==> config.mk <==
export PLATFORM = sky130hd
export DESIGN_NAME = buck_phase_seq
export DESIGN_NICKNAME = d
export VERILOG_FILES = /design/src/rtl/buck_seq_pkg.sv /design/src/rtl/buck_seq_phase_gen.sv /design/src/rtl/buck_seq_chan.sv /design/src/rtl/buck_phase_seq.sv
export SDC_FILE = /design/constraint.sdc
export NUM_CORES = 1
export LEC_CHECK = 0
export ABC_AREA = 1
export BUFFER_PORTS_ARGS = -buffer_cell sky130_fd_sc_hd__buf_4
export CAP_MARGIN = 10
export CORE_AREA = 5 5 43 72
export DETAILED_ROUTE_END_ITERATION = 12
export DIE_AREA = 0 0 48 77
export PLACE_DENSITY = 0.77
export SYNTH_ARGS = -nofsm -noshare
export SYNTH_HDL_FRONTEND = slang
export SYNTH_SLANG_ARGS = --single-unit
==> constraint.sdc <==
create_clock -name clk -period 4.4 [get_ports clk]
set_clock_uncertainty 0.2 [all_clocks]
set_input_delay 0.22 -clock clk [delete_from_list [all_inputs] [get_ports clk]]
set_output_delay 0.22 -clock clk [all_outputs]
set_load 0.03 [all_outputs]
==> src/rtl/buck_seq_pkg.sv <==
// Package: shared types for the two-channel buck switch sequencer.
// Assumes exactly two phase-interleaved channels.
package buck_seq_pkg;

    localparam int NUM_CH = 2;

    // Switching phase of one channel; gate outputs decode from this.
    typedef enum logic [2:0] {
        SW_IDLE   = 3'd0,
        SW_DEAD_H = 3'd1,
        SW_HIGH   = 3'd2,
        SW_DEAD_L = 3'd3,
        SW_LOW    = 3'd4
    } sw_phase_e;

endpackage

==> src/rtl/buck_seq_phase_gen.sv <==
// Module: buck_seq_phase_gen
// Free-running period counter that produces one cycle-start strobe per
// channel. Channel 0 strobes at count 0, channel 1 at count PERIOD_CLKS/2.
// Assumes PERIOD_CLKS >= 4 so that both strobes are distinct.
module buck_seq_phase_gen #(
    parameter int PERIOD_CLKS = 16
) (
    input  logic       clk,
    input  logic       rst_n,
    output logic [1:0] start_tick
);
    localparam int CW       = (PERIOD_CLKS > 1) ? $clog2(PERIOD_CLKS) : 1;
    localparam int HALF_CNT = PERIOD_CLKS / 2;
    localparam logic [CW-1:0] LAST_CNT = CW'(PERIOD_CLKS - 1);
    localparam logic [CW-1:0] HALF_VAL = CW'(HALF_CNT);

    logic [CW-1:0] period_cnt;

    // Advance the period counter and wrap at the last count.
    always_ff @(posedge clk) begin
        if (!rst_n) begin
            period_cnt <= '0;
        end else if (period_cnt == LAST_CNT) begin
            period_cnt <= '0;
        end else begin
            period_cnt <= period_cnt + 1'b1;
        end
    end

    // Decode the master and the half-period-shifted strobes.
    always_comb begin
        start_tick[0] = (period_cnt == '0);
        start_tick[1] = (period_cnt == HALF_VAL);
    end

endmodule

==> src/rtl/buck_seq_chan.sv <==
// Module: buck_seq_chan
// Switch sequencer for one channel. A cycle start takes it through a dead
// interval into the high-side phase. An accepted trip ends that phase and
// leads through a second dead interval into the rectifier phase, which lasts
// until the next cycle start. Trips inside the minimum on-time are ignored.
// A full-duty request holds the high-side phase. A low run input forces idle.
// Assumes DEAD_CLKS >= 1 and MIN_ON_CLKS >= 0.
module buck_seq_chan
    import buck_seq_pkg::*;
#(
    parameter int DEAD_CLKS   = 2,
    parameter int MIN_ON_CLKS = 1
) (
    input  logic clk,
    input  logic rst_n,
    input  logic run,
    input  logic cyc_start,
    input  logic trip_any,
    input  logic hold_high,
    output logic hs_on,
    output logic ls_on
);
    localparam int DW = $clog2(DEAD_CLKS + 1);
    localparam int OW = $clog2(MIN_ON_CLKS + 2);
    localparam logic [DW-1:0] DEAD_LOAD = DW'(DEAD_CLKS - 1);
    localparam logic [OW-1:0] ON_SAT    = OW'(MIN_ON_CLKS);

    sw_phase_e     phase_q;
    sw_phase_e     phase_d;
    logic [DW-1:0] dead_cnt;
    logic [OW-1:0] on_cnt;
    logic          load_dead;
    logic          clr_on;
    logic          dead_done;
    logic          on_min_met;

    assign dead_done  = (dead_cnt == '0);
    assign on_min_met = (on_cnt == ON_SAT);

    // Next-phase selection and counter control for this channel.
    always_comb begin
        phase_d   = phase_q;
        load_dead = 1'b0;
        clr_on    = 1'b0;
        if (!run) begin
            phase_d = SW_IDLE;
        end else begin
            case (phase_q)
                SW_IDLE: begin
                    if (cyc_start) begin
                        phase_d   = SW_DEAD_H;
                        load_dead = 1'b1;
                    end
                end
                SW_DEAD_H: begin
                    if (dead_done) begin
                        phase_d = SW_HIGH;
                        clr_on  = 1'b1;
                    end
                end
                SW_HIGH: begin
                    if (!hold_high && trip_any && on_min_met) begin
                        phase_d   = SW_DEAD_L;
                        load_dead = 1'b1;
                    end
                end
                SW_DEAD_L: begin
                    if (cyc_start) begin
                        phase_d   = SW_DEAD_H;
                        load_dead = 1'b1;
                    end else if (dead_done) begin
                        phase_d = SW_LOW;
                    end
                end
                SW_LOW: begin
                    if (cyc_start) begin
                        phase_d   = SW_DEAD_H;
                        load_dead = 1'b1;
                    end
                end
                default: phase_d = SW_IDLE;
            endcase
        end
    end

    // Phase register.
    always_ff @(posedge clk) begin
        if (!rst_n) begin
            phase_q <= SW_IDLE;
        end else begin
            phase_q <= phase_d;
        end
    end

    // Dead-interval down-counter, reloaded on entry to a dead phase.
    always_ff @(posedge clk) begin
        if (!rst_n) begin
            dead_cnt <= '0;
        end else if (load_dead) begin
            dead_cnt <= DEAD_LOAD;
        end else if (!dead_done) begin
            dead_cnt <= dead_cnt - 1'b1;
        end
    end

    // Saturating on-time counter that gates trip acceptance.
    always_ff @(posedge clk) begin
        if (!rst_n) begin
            on_cnt <= '0;
        end else if (clr_on) begin
            on_cnt <= '0;
        end else if (phase_q == SW_HIGH && !on_min_met) begin
            on_cnt <= on_cnt + 1'b1;
        end
    end

    // Gate levels decode directly from the registered phase.
    always_comb begin
        hs_on = (phase_q == SW_HIGH);
        ls_on = (phase_q == SW_LOW);
    end

endmodule

==> src/rtl/buck_phase_seq.sv <==
// Module: buck_phase_seq (top)
// Two-channel interleaved buck switch sequencer. A shared period counter
// strobes channel 0 at count 0 and channel 1 half a period later. A thermal
// fault on either channel stops both, and each channel's enable gates only
// that channel. Assumes all inputs are already synchronous to clk.
module buck_phase_seq
    import buck_seq_pkg::*;
#(
    parameter int PERIOD_CLKS = 16,
    parameter int DEAD_CLKS   = 2,
    parameter int MIN_ON_CLKS = 1
) (
    input  logic       clk,
    input  logic       rst_n,
    input  logic [1:0] ch_enable,
    input  logic [1:0] reg_trip,
    input  logic [1:0] ilim_trip,
    input  logic [1:0] therm_fault,
    input  logic [1:0] full_duty,
    output logic [1:0] hs_gate,
    output logic [1:0] ls_gate
);
    logic [1:0] tick_w;
    logic       any_fault;

    // A fault on either channel removes run from both.
    assign any_fault = |therm_fault;

    buck_seq_phase_gen #(
        .PERIOD_CLKS(PERIOD_CLKS)
    ) u_phase (
        .clk       (clk),
        .rst_n     (rst_n),
        .start_tick(tick_w)
    );

    for (genvar c = 0; c < NUM_CH; c++) begin : g_ch
        buck_seq_chan #(
            .DEAD_CLKS  (DEAD_CLKS),
            .MIN_ON_CLKS(MIN_ON_CLKS)
        ) u_chan (
            .clk      (clk),
            .rst_n    (rst_n),
            .run      (ch_enable[c] & ~any_fault),
            .cyc_start(tick_w[c]),
            .trip_any (reg_trip[c] | ilim_trip[c]),
            .hold_high(full_duty[c]),
            .hs_on    (hs_gate[c]),
            .ls_on    (ls_gate[c])
        );
    end

endmodule

==> impl_metrics.tcl <==
set metrics [dict create \
    run_status "completed" \
    synthCells 168 \
    synth_area_sq_um 1152 \
    vias_per_cell 4.923 \
    grt_antenna_before_repair 0 \
    path_cells "inv_1, ha_1, nand2_1, nor2_2, nor2_1, nor2_2, nand3_1, nand2_1, nor2_1" \
    diodes 0 \
    root_buffer "clkbuf_8" \
    worstHoldStart "rst_n" \
    worst-path-buf-inv 1 \
    finalCritPeriodShare 0.3480 \
    ys_seq_elements 18 \
    peakVddDrop_mv 0.2529 \
    met2_length_um 1336 \
    core-area_sq_um 2462 \
    route.vias.total 1029 \
    die_area_sq_um 3696 \
    grtUsageTotal 0.1423 \
    start_util 0.4680 \
    critPathKind "register to register" \
    powerDensity_nw_per_um2 407.8 \
    drtAntennaViolNets 0 \
    final_cell_mix "nand2_1 (31), inv_1 (27), nor2_1 (26)" \
    tns_ns 0 \
    die_w_um 48 \
    clkSinkCount 18 \
    dr.pass1.iters 4 \
    hold_viol 0 \
    r2r_slack_ns 2.87 \
    slew_violations 0 \
    fin_cells 209 \
    gp_congestion 0.8298 \
    max_freq_mhz 653.0 \
    cp-start-kind "register" \
    drt_iter0_drc 32 \
    dp_cells 205 \
    ys_seq_area_frac 0.3127 \
    fin_nets 202 \
    grt_pass1_vias 1045 \
    port_buffers 15 \
    wl_met1_um 809 \
    cp_slowest_cell "dfxtp_1" \
    area_delta_synth_final_pct 14.77 \
    required_ns 4.36 \
    drc 0 \
    synth.avg_cell_area_sq_um 6.859 \
    cts_tree "done" \
    hold_depth 3 \
    htreeDepth 1 \
    dr.max_layer_used "met4" \
    clock_latency_ns 0.26 \
    rows 24 \
    setup_viol 0 \
    grt_max_degree 11 \
    postCtsHoldBufs 0 \
    ios 16 \
    wl_met3_um 128 \
    clk_pin_slew_worst_paths_ns 0.07 \
    hold_path.class "input pin to register" \
    yosys_warnings 0 \
    layout_commonest_cell "nand2_1" \
    r2r_cells 9 \
    post_cts_buffers 0 \
    drive_gt1_frac 0.2568 \
    fin_util 0.5371 \
    power_mw 0.5393 \
    crit_path_end_kind "register" \
    cts_buffers 3 \
    hold_end "g_ch[0].u_chan.dead_cnt[1]" \
    rsz0062_at_grt "false" \
    yosysUniqueCellTypes 23 \
    worstMarginPinSlew_ns 0.2836 \
    leakage_nw 0.6761 \
    max-slew-margin-rel 0.8101 \
    dpl.hpwl_um 1975 \
    cts_resized 0 \
    arrival_ns 1.49 \
    synth_fp_nets 186 \
    wl_per_cell_um 11.12 \
    path_delay_family "simple AND/OR/NAND/NOR gates" \
    crit-reg2reg-capture "g_ch[0].u_chan.phase_q[1]" \
    grt_remaining_overflow 0 \
    crit_fanout 4 \
    cpPeakStageDelay_ns 0.34 \
    reg2reg_from "u_phase.period_cnt[0]" \
    drt-total-wl_um 2324 \
    cts_buffer_depth 2 \
    grt_pass1_wl_um 3898 \
    die_h_um 77 \
    finalCriticalPeriod_ns 1.531 \
    drv_cap 0 \
]
[state kept, by name, summed over array words and instances (netlist names)]
signal / count
g_ch.u_chan.dead_cnt: 4
g_ch.u_chan.on_cnt: 4
g_ch.u_chan.phase_q: 6
u_phase.period_cnt: 4
[Yosys cell counts (all sizes together)]
master / number / area share
xnor2: 2 / 0.015
a31oi: 3 / 0.016
nand2: 40 / 0.15
a21oi: 7 / 0.034
or2: 1 / 0.0076
nand3: 9 / 0.052
o21a: 1 / 0.0065
nor2: 33 / 0.13
o21ai: 7 / 0.030
xor2: 3 / 0.023
nor3b: 2 / 0.022
dfxtp: 18 / 0.31
inv: 32 / 0.10
ha: 6 / 0.065
buf: 4 / 0.026
[worst min-delay path, stage by stage]
cell,delay (ns)
buf_4,0.13
nand2_1,0.06
nor2_1,0.04
[worst max-delay path by stage]
stage	start	to	cells after the start
3_3_place_gp	u_phase.period_cnt[0]	g_ch[1].u_chan.phase_q[1]	8
2_1_floorplan	u_phase.period_cnt[0]	g_ch[1].u_chan.phase_q[2]	8
6_report	u_phase.period_cnt[0]	g_ch[0].u_chan.phase_q[1]	9
5_1_grt	u_phase.period_cnt[0]	g_ch[1].u_chan.dead_cnt[1]	9
3_5_place_dp	u_phase.period_cnt[0]	g_ch[1].u_chan.phase_q[1]	8
4_1_cts	g_ch[1].u_chan.phase_q[1]	ls_gate[1]	4
[layout make-up]
class | count | area [sq um]
Clock buffer | 4 | 55.05
Fill cell | 249 | 1140
Inverter | 32 | 120.1
Multi-Input combinational cell | 114 | 641.9
Sequential cell | 18 | 360.3
Tap cell | 26 | 32.53
Timing Repair Buffer | 15 | 112.6
[per-layer routing]
layer / vias to the layer above / GRT usage
met1: 469 / 0.1232
li1: 537 / -
met4: 0 / 0.07008
met2: 18 / 0.2706
met5: - / 0
met3: 5 / 0.02810
[logic make-up (layout without fill, tap and decap cells)]
logic type | Yosys count | in the layout | synth area share
AND/OR/NAND/NOR | 85 | 85 | 0.3670
buffers and inverters | 36 | 51 | 0.1303
AO/OA/AOI/OAI | 18 | 18 | 0.08687
flip-flops | 18 | 18 | 0.3127
adder cells (fa/ha/maj) | 6 | 6 | 0.06514
XOR/XNOR | 5 | 5 | 0.03801
[report_power, final]
| group | internal (mW) | switching (mW) |
|---|---|---|
| sequential | 0.191 | 0.0227 |
| combinational | 0.0760 | 0.112 |
| clock | 0.0797 | 0.0585 |
| total | 0.346 | 0.193 |
[stage by stage]
step	hold WS [ns]	setup slack, ns	instance area (sq um)
after detailed placement	0.2664	2.882	1267
after floorplan	0.1407	2.991	1152
after CTS	0.03576	2.859	1323
after global placement	0.2419	2.952	1267
final	0.03285	2.869	1323
after global routing	0.04089	2.731	1323
Note: power is estimated with default switching activity, not from simulation.
